--- config.mk ---
export PLATFORM = sky130hd
export DESIGN_NAME = us_delay_engine
export DESIGN_NICKNAME = d
export VERILOG_FILES = /design/src/rtl/dly_pkg.sv /design/src/rtl/dly_target_conv.sv /design/src/rtl/dly_tick_accum.sv /design/src/rtl/dly_ctrl.sv /design/src/rtl/us_delay_engine.sv
export SDC_FILE = /design/constraint.sdc
export NUM_CORES = 1
export LEC_CHECK = 0
export CORE_MARGIN = 3
export CORE_UTILIZATION = 55
export DETAILED_ROUTE_END_ITERATION = 12
export GPL_TIMING_DRIVEN = 1
export PLACE_DENSITY = 0.75
export SYNTH_ARGS = -nofsm -noshare
export SYNTH_HDL_FRONTEND = slang
export SYNTH_HIERARCHICAL = 1
export SYNTH_SLANG_ARGS = --single-unit
--- constraint.sdc ---
create_clock -name clk_i -period 9.9 [get_ports clk_i]
set_clock_uncertainty 0.2 [all_clocks]
set_input_delay 1.98 -clock clk_i [delete_from_list [all_inputs] [get_ports clk_i]]
set_output_delay 1.98 -clock clk_i [all_outputs]
set_load 0.005 [all_outputs]
--- src/rtl/dly_pkg.sv ---
package dly_pkg;
  typedef enum logic {
    ST_IDLE = 1'b0,
    ST_RUN  = 1'b1
  } dly_state_e;
endpackage

--- src/rtl/dly_target_conv.sv ---
module dly_target_conv #(
  parameter int unsigned US_W       = 32,
  parameter int unsigned TGT_W      = 32,
  parameter int unsigned CLK_PER_US = 100,
  parameter int unsigned MAX_US     = 8_000_000
) (
  input  logic [US_W-1:0]  us_i,
  output logic [TGT_W-1:0] tgt_o
);
  localparam logic [US_W-1:0]  US_LIM = US_W'(MAX_US);
  localparam logic [TGT_W-1:0] MULT   = TGT_W'(CLK_PER_US);

  logic [US_W-1:0]  us_lim;
  logic [TGT_W-1:0] us_ext;

  // clamp before the multiply so the product always fits TGT_W
  assign us_lim = (us_i > US_LIM) ? US_LIM : us_i;
  assign us_ext = TGT_W'(us_lim);
  assign tgt_o  = us_ext * MULT;
endmodule

--- src/rtl/dly_tick_accum.sv ---
module dly_tick_accum #(
  parameter int unsigned CNT_W = 32
) (
  input  logic             clk_i,
  input  logic             rst_ni,
  input  logic             load_i,
  input  logic             run_i,
  input  logic [CNT_W-1:0] cnt_i,
  output logic [CNT_W:0]   acc_sum_o
);
  localparam int unsigned ACC_W = CNT_W + 1;

  logic [CNT_W-1:0] ref_q;
  logic [ACC_W-1:0] acc_q;
  logic             moved;
  logic [CNT_W-1:0] inc;

  assign moved     = (cnt_i != ref_q);
  // modular difference covers the wrap through zero
  assign inc       = moved ? (cnt_i - ref_q) : '0;
  assign acc_sum_o = acc_q + ACC_W'(inc);

  always_ff @(posedge clk_i or negedge rst_ni) begin
    if (!rst_ni) begin
      ref_q <= '0;
      acc_q <= '0;
    end else if (load_i) begin
      ref_q <= cnt_i;
      acc_q <= '0;
    end else if (run_i) begin
      if (moved) ref_q <= cnt_i;
      acc_q <= acc_sum_o;
    end
  end

  p_stall_no_add_r4: assert property (@(posedge clk_i) disable iff (!rst_ni)
    (run_i && !load_i && !moved) |=> (acc_q == $past(acc_q)));

  p_ref_follows_r4: assert property (@(posedge clk_i) disable iff (!rst_ni)
    (run_i && !load_i) |=> (ref_q == $past(cnt_i)));

  p_acc_monotonic_r5: assert property (@(posedge clk_i) disable iff (!rst_ni)
    (run_i && !load_i) |=> (acc_q >= $past(acc_q)));

  p_load_clears_r3: assert property (@(posedge clk_i) disable iff (!rst_ni)
    load_i |=> (acc_q == '0 && ref_q == $past(cnt_i)));
endmodule

--- src/rtl/dly_ctrl.sv ---
module dly_ctrl
  import dly_pkg::*;
#(
  parameter int unsigned TGT_W = 32,
  parameter int unsigned CNT_W = 32
) (
  input  logic             clk_i,
  input  logic             rst_ni,
  input  logic             start_i,
  input  logic [TGT_W-1:0] tgt_i,
  input  logic [CNT_W:0]   acc_sum_i,
  output logic             load_o,
  output logic             run_o,
  output logic             busy_o,
  output logic             done_o
);
  dly_state_e       state_q;
  logic [TGT_W-1:0] tgt_q;
  logic             done_q;
  logic             hit;

  assign load_o = (state_q == ST_IDLE) && start_i;
  assign run_o  = (state_q == ST_RUN);
  assign hit    = (acc_sum_i >= (CNT_W+1)'(tgt_q));
  assign busy_o = run_o;
  assign done_o = done_q;

  always_ff @(posedge clk_i or negedge rst_ni) begin
    if (!rst_ni) begin
      state_q <= ST_IDLE;
      tgt_q   <= '0;
      done_q  <= 1'b0;
    end else begin
      done_q <= 1'b0;
      unique case (state_q)
        ST_IDLE: if (start_i) begin
          tgt_q   <= tgt_i;
          state_q <= ST_RUN;
        end
        ST_RUN: if (hit) begin
          state_q <= ST_IDLE;
          done_q  <= 1'b1;
        end
        default: state_q <= ST_IDLE;
      endcase
    end
  end

  p_done_pulse_r9: assert property (@(posedge clk_i) disable iff (!rst_ni)
    done_o |=> !done_o);

  p_done_idle_r9: assert property (@(posedge clk_i) disable iff (!rst_ni)
    done_o |-> !busy_o);

  p_busy_drop_r6: assert property (@(posedge clk_i) disable iff (!rst_ni)
    $fell(busy_o) |-> done_o);

  p_zero_done_r7: assert property (@(posedge clk_i) disable iff (!rst_ni)
    (load_o && tgt_i == '0) |=> ##1 done_o);

  p_ignore_start_r8: assert property (@(posedge clk_i) disable iff (!rst_ni)
    (busy_o && start_i) |=> $stable(tgt_q));
endmodule

--- src/rtl/us_delay_engine.sv ---
module us_delay_engine #(
  parameter int unsigned CNT_W      = 32,
  parameter int unsigned US_W       = 32,
  parameter int unsigned CLK_PER_US = 100,
  parameter int unsigned MAX_US     = 8_000_000
) (
  input  logic             clk_i,
  input  logic             rst_ni,
  input  logic             start_i,
  input  logic [US_W-1:0]  us_i,
  input  logic [CNT_W-1:0] cnt_i,
  output logic             busy_o,
  output logic             done_o
);
  localparam int unsigned TGT_W = CNT_W;

  logic [TGT_W-1:0] tgt;
  logic [CNT_W:0]   acc_sum;
  logic             load;
  logic             run;

  dly_target_conv #(
    .US_W       (US_W),
    .TGT_W      (TGT_W),
    .CLK_PER_US (CLK_PER_US),
    .MAX_US     (MAX_US)
  ) u_conv (
    .us_i  (us_i),
    .tgt_o (tgt)
  );

  dly_tick_accum #(
    .CNT_W (CNT_W)
  ) u_accum (
    .clk_i     (clk_i),
    .rst_ni    (rst_ni),
    .load_i    (load),
    .run_i     (run),
    .cnt_i     (cnt_i),
    .acc_sum_o (acc_sum)
  );

  dly_ctrl #(
    .TGT_W (TGT_W),
    .CNT_W (CNT_W)
  ) u_ctrl (
    .clk_i     (clk_i),
    .rst_ni    (rst_ni),
    .start_i   (start_i),
    .tgt_i     (tgt),
    .acc_sum_i (acc_sum),
    .load_o    (load),
    .run_o     (run),
    .busy_o    (busy_o),
    .done_o    (done_o)
  );

  p_reset_quiet_r10: assert property (@(posedge clk_i)
    !rst_ni |-> (!busy_o && !done_o));
endmodule

After elaboration in Yosys (flattened, before gate mapping)
Index checks and enable logic that the tools add are counted.

ROM bits: 0. Memories: 0. Bits in latches: 0. Word-level logic and storage cells: 29. Bits of input ports: 67. Output and inout port bits: 2. Memory bits (writable): 0. Bits in registers: 97.

Eq/ne operators: 1. $mul: 1. Order comparisons: 2. Shift operators: 0. Muxes and demuxes: 12. Reductions and logical operators: 5. $add $sub $neg: 2. Bitwise operators: 1. Div/mod/pow operators: 0.

Operators by type and width (number): $mux W32 (5); $mux W33 (2); $add A33 B32 Y33 (1); $ge A33 B32 Y1 (1); $gt A32 B23 Y1 const B (1); $mul A32 B5 Y30 const B (1); $ne A32 B32 Y1 (1); $sub A32 B32 Y32 (1); $mux W1 (4); $reduce_and A2 Y1 (2); $reduce_bool A2 Y1 (2); $pmux W1 S2 (1); $logic_and A1 B1 Y1 (1); $not A1 Y1 (1).

Logic depth before layout (Yosys ltp)
Word-level depth: 6. Depth in mapped cells: 26. Depth with buffers taken out: 25.

Cells and area by module
The synthesis kept the hierarchy.

By module, submodules not included: dly_tick_accum (area each 6510.0 um2, cells each 791, instances 1, sequential area each 1626.6 um2); dly_target_conv (area each 2994.1 um2, cells each 385, instances 1, sequential area each 0.0 um2); dly_ctrl (area each 2040.7 um2, cells each 224, instances 1, sequential area each 850.8 um2).

Least setup slack after synthesis
OpenSTA, ideal clock, no wires.

Kind: input to register. Start: input port cnt_i[0]. End: register u_ctrl.state_q, in the netlist u_ctrl/busy_o. Buffers on the path: 0. Required time: 9.578 ns. Data arrival time: 6.602 ns. Path slack: 2.976 ns. Stages: 25. Path through: inv_1 > ha_1 > inv_1 > fa_1 > a21o_1 > a221oi_1 > a21oi_1 > a31oi_1 > o21ai_0 > xnor2_1 > nor2_1 > ha_1 > a21oi_1 > o21ai_0 > or3_1 > a211oi_1 > nor4_1 > nor2_1 > xnor2_1 > ha_1 > nand4b_1 > nor4_2 > nand4_1 > nand4_1 > o31ai_2.

Word-level cells in the longest chain between the ends: 6. Elaborated cells on any way between the ends: 7. Those cells by class: add/sub: 2; order compare: 1; eq/ne: 1; mux: 3.

RTL lines: from (decl) (RTL line us_delay_engine.sv:11) `input logic [CNT_W-1:0] cnt_i,`; $sub A32 B32 Y32 or $ne A32 B32 Y1 (tied branches) (RTL line dly_tick_accum.sv:20, dly_tick_accum.sv:18); $mux W32 (*) (RTL line dly_tick_accum.sv:20) `assign inc = moved ? (cnt_i - ref_q) : '0;`; $add A33 B32 Y33 (*) (RTL line dly_tick_accum.sv:21) `assign acc_sum_o = acc_q + ACC_W'(inc);`; named net acc_sum[31] (RTL line us_delay_engine.sv:18) `logic [CNT_W:0] acc_sum;`; $ge A33 B32 Y1 (*) (RTL line dly_ctrl.sv:24) `assign hit = (acc_sum_i >= (CNT_W+1)'(tgt_q));`; $mux W1 (*) (RTL line dly_ctrl.sv:40) `ST_RUN: if (hit) begin`; $pmux W1 S2 (*) (RTL line dly_ctrl.sv:35) `unique case (state_q)`; to (signal assigned) (RTL line dly_ctrl.sv:38) `state_q <= ST_RUN;`; to (signal assigned) (RTL line dly_ctrl.sv:41) `state_q <= ST_IDLE;`; to (signal assigned) (RTL line dly_ctrl.sv:44) `default: state_q <= ST_IDLE;`; to (decl) (RTL line dly_ctrl.sv:17) `dly_state_e state_q;`.

Mark *: on every way through the listed nets, which the timed path passes. The rest lies on a longest branch. A chain may end at the register's enable or synchronous reset.

Worst setup path in the final report
Start: input port cnt_i[0]. End: register u_ctrl.done_q, in the netlist u_ctrl/done_o.

Word-level cells in the longest chain between the ends: 6. Elaborated cells on any way between the ends: 7. Those cells by class: add/sub: 2; order compare: 1; eq/ne: 1; mux: 3.

RTL lines: $sub A32 B32 Y32 or $ne A32 B32 Y1 (tied branches) (RTL line dly_tick_accum.sv:20, dly_tick_accum.sv:18); $mux W32 (*) (RTL line dly_tick_accum.sv:20); $add A33 B32 Y33 (*) (RTL line dly_tick_accum.sv:21); named net acc_sum[31] (RTL line us_delay_engine.sv:18); $ge A33 B32 Y1 (*) (RTL line dly_ctrl.sv:24); $mux W1 (*) (RTL line dly_ctrl.sv:40); $mux W1 (*) (RTL line dly_ctrl.sv:35); to (signal assigned) (RTL line dly_ctrl.sv:32) `done_q <= 1'b0;`; to (signal assigned) (RTL line dly_ctrl.sv:34) `done_q <= 1'b0;`; to (signal assigned) (RTL line dly_ctrl.sv:42) `done_q <= 1'b1;`; to (decl) (RTL line dly_ctrl.sv:19) `logic done_q;`.

Marked as above.

==> metrics.txt <==
min Tclk post-route=8090 ps; Max-slew headroom=approximately a third; largest fanout on the critical path=6; Overall Global Routing Usage=23.7%; H-tree depth=3; Worst-Skew Late Latency=around 360 ps; First-pass DRT Iterations=5; Total Wirelength=roughly 26000 µm; slowest cell delay on critical path=around 460 ps; measured slew at the worst slew-check pin=between 1000 and 1500 ps; crit share post-route=around 82%; worst setup path startpoint=cnt_i[0]; # diodes=0; vias=9741; Post-synth EDFFs=0; GR Overflow Total=0; Crit path max-delay family=compound AO/OA/AOI/OAI gates; RSZ-0062 raised after global routing=false; clock-pin transition on the worst setup and hold timing paths=approximately 70 ps; total of warnings raised by yosys=6; row cnt=52; CTS Buf Count=9; Final Hold Viols=0; required time worst endpoint=9990 ps; Syn Std Cell Area=11500 µm²; run status=finished, final reports clean; die area=between 20000 and 25000 µm²; Synth top area share=a little over a fifth; Peak Freq=approximately 120 MHz; slowest CP cell=a221oi_1; Max Cap Viol=0; fraction of registers with async set/reset=100%; Clock Tree Root=clkbuf_16; post-synth cell types=a little over 90; cell mode on critical path=ha_1; Post-DRT Antenna Nets=0; Worst setup EP type=register; CTS Buffer Depth=2; chip width=approximately 150 µm; drt drc=0; dpl hpwl=roughly 21000 µm; most instantiated cells after synthesis=ha_1 (166), inv_1 (162), nand2_1 (139); Yosys reg bits=99; max-slew violations=0; WP data arrival=~8200 ps; worst hold-check path type=reg -> reg; Worst setup SP type=primary input; CTS tree=built; Synth area leader=dfrtp_1; synthesized area per cell=around 8.2 µm²; Avg WL per Cell=between 15 and 20 µm; nets=1700; Initial Util=approximately 57%; Synth-to-Final Area Change=10.2%; Gates resized, CTS repair=0; cells after synthesis=1400; Via density=approximately 5.7; register area share after synthesis=around 21%; GP Congestion=around 0.93; Ports=slightly below 70; Sink Count=99; hold bufs inserted after CTS=0; dominant synthesized flop cell=dfrtp_1; Die Span Y=151 µm; Post-CTS Setup Bufs=0; Hold Startpoint=u_accum/ref_q[28]; DRT iter0 DRCs=between 500 and 600; CP Class=in -> reg; Core Box Area=approximately 20000 µm²; global-route wire length before repair=about 44000 µm; initial antenna violation count=0; Worst R2R Setup Slack=~3500 ps; most frequent cell after synthesis=ha_1; Fillers=about 1900; RR Startpoint=u_accum/ref_q[0]; dominant cells by area after synthesis=dfrtp_1 (21%), ha_1 (18%), inv_1 (5.3%); vias in the first global route=9503; IO Port Bufs=68; layout cells sized above 1=under 10%; setup TNS=0 ps; Bufs and invs on worst path=3; Final setup viols=0; largest net degree at the start of global routing=70
-- per-layer routing --
layer  GRT usage [%]  wire length, µm
met5               0                0
met3            2.36              944
met4            8.75              765
met2            40.7            12300
met1            30.9            12300
-- cells by family after synthesis --
| kind of cell | after synthesis | share of synthesized area (%) |
|---|---|---|
| multiplexers | 58 | 5.41 |
| flip-flops | 99 | 21.5 |
| XOR/XNOR | 76 | 5.77 |
| AO/OA/AOI/OAI | 358 | 20.7 |
| adder cells (fa/ha/maj) | 191 | 22.3 |
| other | 2 | 0.0651 |
| buffers and inverters | 222 | 7.73 |
| AND/OR/NAND/NOR | 394 | 16.6 |
-- worst paths after layout --
| check | to | cells past startpoint |
|---|---|---|
| setup reg to reg | u_ctrl/done_o | 24 |
| hold / removal | u_accum/ref_q[28] | 1 |
| max in group asynchronous | u_accum/acc_q[21] | 2 |
| hold reg to reg | u_accum/ref_q[28] | 1 |
| setup / recovery | u_ctrl/done_o | 26 |
| min in group asynchronous | u_accum/ref_q[7] | 1 |
-- area by class of cell --
class                      count  area (µm²)  share of cell area (%)
clock buffer                  10         229                    1.80
tap                          270         338                    2.66
timing repair buffer          74         723                    5.69
multi-input combinational   1090        8230                    64.7
inverter                     168         631                    4.96
sequential                    99        2480                    19.5
clock inverter                 6        87.6                   0.689
-- through the flow --
stage	instance area (µm²)	setup slack, ps	hold slack, ps	cells	utilization, %
CTS	12700	1880	309	1717	62.2
finish	12700	1810	306	1717	62.2
detailed placement	12400	1510	288	1701	60.7
global placement	12400	1630	284	1701	60.7
floorplan	11600	2980	266	1411	-
global route	12700	1420	317	1717	62.2
-- state kept, by name (all words and copies together) (netlist names) --
register / cells
u_accum/ref_q: 32
u_ctrl/done_o: 1
u_ctrl/busy_o: 1
u_ctrl/tgt_q: 32
u_accum/acc_q: 33
-- cell usage in the layout, fill, tap and decap left out, drive strengths merged, types with 7 or more instances in the layout --
master | synthesis | final
a211oi | 12 | 12
a21o | 43 | 43
a21oi | 110 | 110
a22o | 9 | 9
a31oi | 8 | 8
and2 | 17 | 17
and3 | 19 | 19
buf | 27 | 7
clkbuf | 27 | 10
clkdlybuf4s50 | 0 | 67
conb | 2 | 13
dfrtp | 99 | 99
fa | 25 | 25
ha | 166 | 166
inv | 168 | 169
mux2 | 35 | 35
mux2i | 23 | 23
nand2 | 139 | 139
nand2b | 15 | 15
nand3 | 23 | 23
nand4 | 22 | 22
nor2 | 87 | 87
nor2b | 12 | 12
nor3 | 20 | 20
nor4 | 11 | 11
o21a | 10 | 10
o21ai | 81 | 81
o21bai | 14 | 14
o31ai | 8 | 8
xnor2 | 42 | 42
xor2 | 34 | 34
Power is not shown: default switching activity piles up to over one toggle a cycle in this logic, so the estimate is an artifact.
